[config.mk]
export PLATFORM = sky130hd
export DESIGN_NAME = doorbell_mailbox
export DESIGN_NICKNAME = d
export VERILOG_FILES = /design/src/rtl/mbx_pkg.sv /design/src/rtl/mbx_addr_decode.sv /design/src/rtl/mbx_wr_steer.sv /design/src/rtl/mbx_status_word.sv /design/src/rtl/doorbell_mailbox.sv
export SDC_FILE = /design/constraint.sdc
export NUM_CORES = 1
export LEC_CHECK = 0
export ABC_AREA = 1
export BUFFER_PORTS_ARGS = -buffer_cell sky130_fd_sc_hd__buf_4
export CORE_MARGIN = 3
export CORE_UTILIZATION = 55
export DETAILED_ROUTE_END_ITERATION = 8
export GPL_ROUTABILITY_DRIVEN = 0
export HOLD_SLACK_MARGIN = 0.1
export PLACE_DENSITY_LB_ADDON = 0.25
export SETUP_SLACK_MARGIN = 0.05
export SYNTH_ARGS = -nofsm -noshare
export SYNTH_HDL_FRONTEND = slang
export SYNTH_HIERARCHICAL = 1
export SYNTH_SLANG_ARGS = --single-unit
[constraint.sdc]
create_clock -name clk_i -period 3.7 [get_ports clk_i]
set_input_delay 0.74 -clock clk_i [delete_from_list [all_inputs] [get_ports clk_i]]
set_output_delay 0.74 -clock clk_i [all_outputs]
set_load 0.05 [all_outputs]
[src/rtl/mbx_pkg.sv]
`timescale 1ns/1ps
package mbx_pkg;
  localparam int NUM_LINKS  = 3;
  localparam int TX_OFS     = 'h100;
  localparam int REG_STRIDE = 'h8;

  typedef enum logic [1:0] {
    KIND_STAT = 2'd0,
    KIND_SET  = 2'd1,
    KIND_CLR  = 2'd2,
    KIND_NONE = 2'd3
  } reg_kind_e;

  typedef struct packed {
    logic      hit;
    logic [1:0] link;
    logic      dir;   // 0: receive word, 1: transmit word
    reg_kind_e kind;
  } reg_dec_t;

  function automatic int link_base(input int l);
    case (l)
      0:       return 'h000;
      1:       return 'h020;
      default: return 'h200;
    endcase
  endfunction
endpackage

[src/rtl/mbx_addr_decode.sv]
`timescale 1ns/1ps
module mbx_addr_decode
  import mbx_pkg::*;
#(
  parameter int ADDR_W = 12
) (
  input  logic [ADDR_W-1:0] addr_i,
  output reg_dec_t          dec_o
);
  always_comb begin
    dec_o      = '0;
    dec_o.kind = KIND_NONE;
    for (int l = 0; l < NUM_LINKS; l++) begin
      for (int d = 0; d < 2; d++) begin
        for (int k = 0; k < 3; k++) begin
          if (addr_i == ADDR_W'(link_base(l) + d * TX_OFS + k * 2 * REG_STRIDE / 2 * (k == 2 ? 1 : 1))) begin
            dec_o.hit  = 1'b1;
            dec_o.link = 2'(l);
            dec_o.dir  = (d == 1);
            dec_o.kind = reg_kind_e'(2'(k));
          end
        end
      end
    end
  end
endmodule

[src/rtl/mbx_wr_steer.sv]
`timescale 1ns/1ps
module mbx_wr_steer
  import mbx_pkg::*;
#(
  parameter int DATA_W = 32
) (
  input  logic                                   we_i,
  input  reg_dec_t                               dec_i,
  input  logic [DATA_W-1:0]                      data_i,
  output logic [1:0][NUM_LINKS-1:0][DATA_W-1:0]  set_o,
  output logic [1:0][NUM_LINKS-1:0][DATA_W-1:0]  clr_o
);
  for (genvar d = 0; d < 2; d++) begin : g_dir
    for (genvar l = 0; l < NUM_LINKS; l++) begin : g_link
      logic tgt;
      assign tgt = we_i && dec_i.hit && (dec_i.dir == (d == 1)) && (dec_i.link == 2'(l));
      assign set_o[d][l] = (tgt && dec_i.kind == KIND_SET) ? data_i : '0;
      assign clr_o[d][l] = (tgt && dec_i.kind == KIND_CLR) ? data_i : '0;
    end
  end
endmodule

[src/rtl/mbx_status_word.sv]
`timescale 1ns/1ps
module mbx_status_word #(
  parameter int DATA_W = 32
) (
  input  logic              clk_i,
  input  logic              rst_ni,
  input  logic [DATA_W-1:0] set_i,
  input  logic [DATA_W-1:0] clr_i,
  output logic [DATA_W-1:0] stat_o,
  output logic              busy_o
);
  always_ff @(posedge clk_i or negedge rst_ni) begin
    if (!rst_ni) stat_o <= '0;
    else         stat_o <= (stat_o & ~clr_i) | set_i;  // set wins over clear
  end

  assign busy_o = |stat_o;
endmodule

[src/rtl/doorbell_mailbox.sv]
`timescale 1ns/1ps
module doorbell_mailbox
  import mbx_pkg::*;
#(
  parameter int DATA_W   = 32,
  parameter int ADDR_W   = 12,
  parameter int SEC_LINK = 2
) (
  input  logic                 clk_i,
  input  logic                 rst_ni,
  input  logic                 psel_i,
  input  logic                 penable_i,
  input  logic                 pwrite_i,
  input  logic [ADDR_W-1:0]    paddr_i,
  input  logic [DATA_W-1:0]    pwdata_i,
  input  logic [2:0]           pprot_i,
  output logic [DATA_W-1:0]    prdata_o,
  output logic                 pready_o,
  output logic                 pslverr_o,
  input  logic                 rmt_en_i,
  input  logic                 rmt_we_i,
  input  logic [ADDR_W-1:0]    rmt_addr_i,
  input  logic [DATA_W-1:0]    rmt_wdata_i,
  output logic [DATA_W-1:0]    rmt_rdata_o,
  output logic [NUM_LINKS-1:0] loc_irq_o,
  output logic [NUM_LINKS-1:0] rmt_irq_o
);
  typedef logic [1:0][NUM_LINKS-1:0][DATA_W-1:0] word_arr_t;

  reg_dec_t  loc_dec, rmt_dec;
  logic      loc_acc, loc_deny, loc_we, rmt_we;
  word_arr_t loc_set, loc_clr, rmt_set, rmt_clr, stat_q;
  logic [1:0][NUM_LINKS-1:0] busy;
  logic      unused_prot;

  assign unused_prot = pprot_i[0] ^ pprot_i[2];

  mbx_addr_decode #(.ADDR_W(ADDR_W)) i_loc_dec (.addr_i(paddr_i),    .dec_o(loc_dec));
  mbx_addr_decode #(.ADDR_W(ADDR_W)) i_rmt_dec (.addr_i(rmt_addr_i), .dec_o(rmt_dec));

  assign loc_acc  = psel_i && penable_i;
  assign loc_deny = loc_dec.hit && (loc_dec.link == 2'(SEC_LINK)) && pprot_i[1];
  assign loc_we   = loc_acc && pwrite_i && !loc_deny;
  assign rmt_we   = rmt_en_i && rmt_we_i;

  mbx_wr_steer #(.DATA_W(DATA_W)) i_loc_steer (
    .we_i(loc_we), .dec_i(loc_dec), .data_i(pwdata_i), .set_o(loc_set), .clr_o(loc_clr)
  );
  mbx_wr_steer #(.DATA_W(DATA_W)) i_rmt_steer (
    .we_i(rmt_we), .dec_i(rmt_dec), .data_i(rmt_wdata_i), .set_o(rmt_set), .clr_o(rmt_clr)
  );

  for (genvar d = 0; d < 2; d++) begin : g_dir
    for (genvar l = 0; l < NUM_LINKS; l++) begin : g_link
      mbx_status_word #(.DATA_W(DATA_W)) i_word (
        .clk_i  (clk_i),
        .rst_ni (rst_ni),
        .set_i  (loc_set[d][l] | rmt_set[d][l]),
        .clr_i  (loc_clr[d][l] | rmt_clr[d][l]),
        .stat_o (stat_q[d][l]),
        .busy_o (busy[d][l])
      );
    end
  end

  assign loc_irq_o = busy[0];
  assign rmt_irq_o = busy[1];

  function automatic logic [DATA_W-1:0] rd_word(input reg_dec_t dec, input word_arr_t st);
    if (dec.hit && dec.kind == KIND_STAT && int'(dec.link) < NUM_LINKS)
      return st[dec.dir][dec.link];
    return '0;
  endfunction

  assign prdata_o    = (psel_i && !loc_deny) ? rd_word(loc_dec, stat_q) : '0;
  assign pready_o    = 1'b1;
  assign pslverr_o   = loc_acc && loc_deny;
  assign rmt_rdata_o = rd_word(rmt_dec, stat_q);
endmodule

==> results.toml <==
[die]
rows = 67
die-width_um = 190.7
ios = 170
fp.dieH_um = 190.7
die_area_sq_mm = 0.03638
core_sq_mm = 0.03362
start_util = 0.5583

[worst_setup_path]
cpMaxStageDelayCell = "buf_4"
cp_max_fo = 8
crit_type = "in2out"
critPathLaunchType = "input port"
crit_chain = "buf_4 -> nor2_4 -> nand2_2 -> nor2_4 -> nand2_1 -> nand2_2 -> nand2_1 -> nand3_1 -> nand2_1 -> nor3_2 -> nand3_4 -> buf_4 -> a21oi_1 -> buf_4"
critPathCaptureType = "output pin"
critical_path_arrival_ps = 2770
worstPathBufferInverterCount = 3
slowest_delay_ps = 240
cp_top_family = "simple AND/OR/NAND/NOR gates"
required_ps = 2960

[yosys]
yosysSeqAreaShare = 0.2560
synthesis.nets = 3336
synth_top_family_by_area = "simple AND/OR/NAND/NOR gates"
yosys.area_share.simple = 0.4710
avgSynthCellArea_sq_um = 5.797
synth_fa_ha_area_frac = 0
synthMuxAreaShare = 0
async_flop_share = 1.000
synth_ff_type = "dfrtp_1"
ys_types = 26
synth_seq_cells = 192
synth_xor_area_frac = 0
synth_edf_count = 0
syn_area_sq_mm = 0.01877
syn-instance-count = 3238
yosysWarnings = 6
synth-compound-area-share = 0.1255

[timing]
rsz0062_at_grt = "no"
hold_viol_final = 0
finalCriticalPeriod_ps = 3513
worst_pin_slew_ps = 797.5
fmax_mhz = 284.6
final.period_utilization = 0.9496
finalMaxSlewViolations = 0
timing.setup.tns_ps = 0
holdWs_ps = 327.8
finalClockSkew_ps = 0
setup_viol = 0
max-slew-margin-rel = 0.4683

[cells_and_area]
fin_util = 0.6351
reg_top3 = "g_dir.g_link.i_word/stat_o: 192 flops"
largest_reg_flops = 192
layout-drive-gt1-share = 0.2147
area_delta_synth_final_pct = 13.75
top_register = "g_dir.g_link.i_word/stat_o"
final_cells = 3756
layout.nets = 3392

[flow_run]
drv_cap = 0

[detailed_routing]
viasPerCell = 5.632
antenna_left = 0
route.detailed.drc = 0
wl_per_cell_um = 18.14
drtPass1Iterations = 8
num_vias = 21150
routed_wl_mm = 68.13
drtIter0Drc = 2441

[hold_path]
hp-class = "in2async"

[power]
clkPwrFrac = 0.453
p_per_area_mw_per_mm2 = 207.4
power_leakage_nw = 13.57
p_int_w = 0.003164
peakVddDrop_mv = 0.3002
swShare = 0.2855
p_comb_frac = 0.074
p_seq_frac = 0.473
total_power_w = 0.004429
power.switching_w = 0.001264

[clock_tree]
root_buffer = "clkbuf_16"
clk_pin_slew_ps = 90
postCtsHoldBufs = 0
numCtsBuffers = 17
clock_sinks = 192
clk_path_buf_depth = 2
ctsHtreeMaxLevel = 4
clk_latency_ps = 460
cts_tree = "done"

[global_route]
grtUsageTotal = 0.3670
grt_pass1_wl_mm = 105.2
grt_overflow = 0
antenna_found_initial = 2
grt_start_max_net_pins = 84
grt_pass1_vias = 20630

[placement]
hpwl_mm = 45.84
place_inst = 3721
portBuffers = 166

[outcome]
status = "completed"
[worst paths after layout]
path,start,endpoint,slack [ps],depth (start not counted)
max in group asynchronous,rst_ni,g_dir[0].g_link[0].i_word/stat_o[23],2500,2
min in group clk_i,g_dir[1].g_link[2].i_word/stat_o[2],g_dir[1].g_link[2].i_word/stat_o[2],540,2
min reg2reg,g_dir[1].g_link[2].i_word/stat_o[2],g_dir[1].g_link[2].i_word/stat_o[2],540,2
max,paddr_i[1],prdata_o[3],190,14
max reg2reg,g_dir[0].g_link[2].i_word/stat_o[30],g_dir[0].g_link[2].i_word/stat_o[30],2980,2
min,rst_ni,g_dir[0].g_link[1].i_word/stat_o[14],330,1
[repair_timing]
action | 4_1_cts | 5_1_grt
gates resized for setup | 3 | 16
buffers inserted | 0 | 2
setup endpoints to repair | 4 | 62
pin swaps | 1 | 1
[cell usage after synthesis, types with 6 or more instances]
library cell / count / share of area
nand3_1: 167 / 0.045
buf_2: 120 / 0.032
clkbuf_1: 79 / 0.016
nor2_4: 6 / 0.0036
o21ai_1: 15 / 0.0040
o21ai_0: 19 / 0.0051
nor2_1: 875 / 0.17
o211ai_1: 32 / 0.013
inv_2: 10 / 0.0020
buf_6: 9 / 0.0054
nand2_1: 552 / 0.11
dfrtp_1: 192 / 0.26
or2_2: 384 / 0.13
nand4_1: 11 / 0.0037
o21bai_1: 192 / 0.077
inv_1: 454 / 0.091
a21oi_1: 98 / 0.026
[metal layers]
layer  vias up  wire length, um  part of all wire  track usage
met2      1350            31200              0.46       0.6111
met1      9687            25510              0.37       0.4435
li1       9783                -                 -            -
met4         6             4046             0.059       0.2145
met3       328             7314              0.11      0.06912
met5         -               61           0.00090            0
[final cells by class]
cell class                      instances  area, sq um
Antenna cell                            1        2.502
Clock buffer                           17        425.4
Clock inverter                         15        187.7
Fill cell                            3118        12270
Inverter                              465         1750
Multi-Input combinational cell       2370        11300
Sequential cell                       192         4805
Tap cell                              448        560.5
Timing Repair Buffer                  248         2317
[cells by family (layout without fill, tap and decap cells)]
logic type	count (synthesis)	after routing
buffers and inverters	676	745
AND/OR/NAND/NOR	2012	2012
other	1	2
flip-flops	192	192
AO/OA/AOI/OAI	357	357
[power by group through the flow]
stage / Clock, W / Combinational (W) / Sequential, W
CTS: 0.00201 / 0.000320 / 0.00210
global route: 0.00209 / 0.000354 / 0.00210
detailed placement: 0 / 0.000318 / 0.00214
finish: 0.00201 / 0.000327 / 0.00210
global placement: 0 / 0.000309 / 0.00214
floorplan: 0 / 0.000146 / 0.00214
[layout by cell type, fill, tap and decap left out, types with 3 or more instances in the layout]
master     count
nor2_1       871
nor2_2         7
o21ai_1       15
inv_1        454
clkinv_4       4
nor2_4         8
buf_12        35
clkinv_8       3
buf_4        209
inv_8          5
o211ai_1      32
nand3_1      164
a21oi_2        8
o21ai_0       19
nand4_1       11
nor3_1         4
inv_2         10
o21bai_1     192
clkbuf_16     17
or2_2        384
buf_6          3
nand2_1      552
dfrtp_1      192
nand2_2        5
nand3_4        3
inv_6          3
a21oi_1       90
[through the flow]
stage	cell area, sq um	setup slack (ps)
after global placement	20650	83.57
after floorplan	18770	170.8
after CTS	21270	56.68
final	21350	186.6
after global routing	21350	55.78
after detailed placement	20650	-42.06
(Power assumes the default switching activity.)
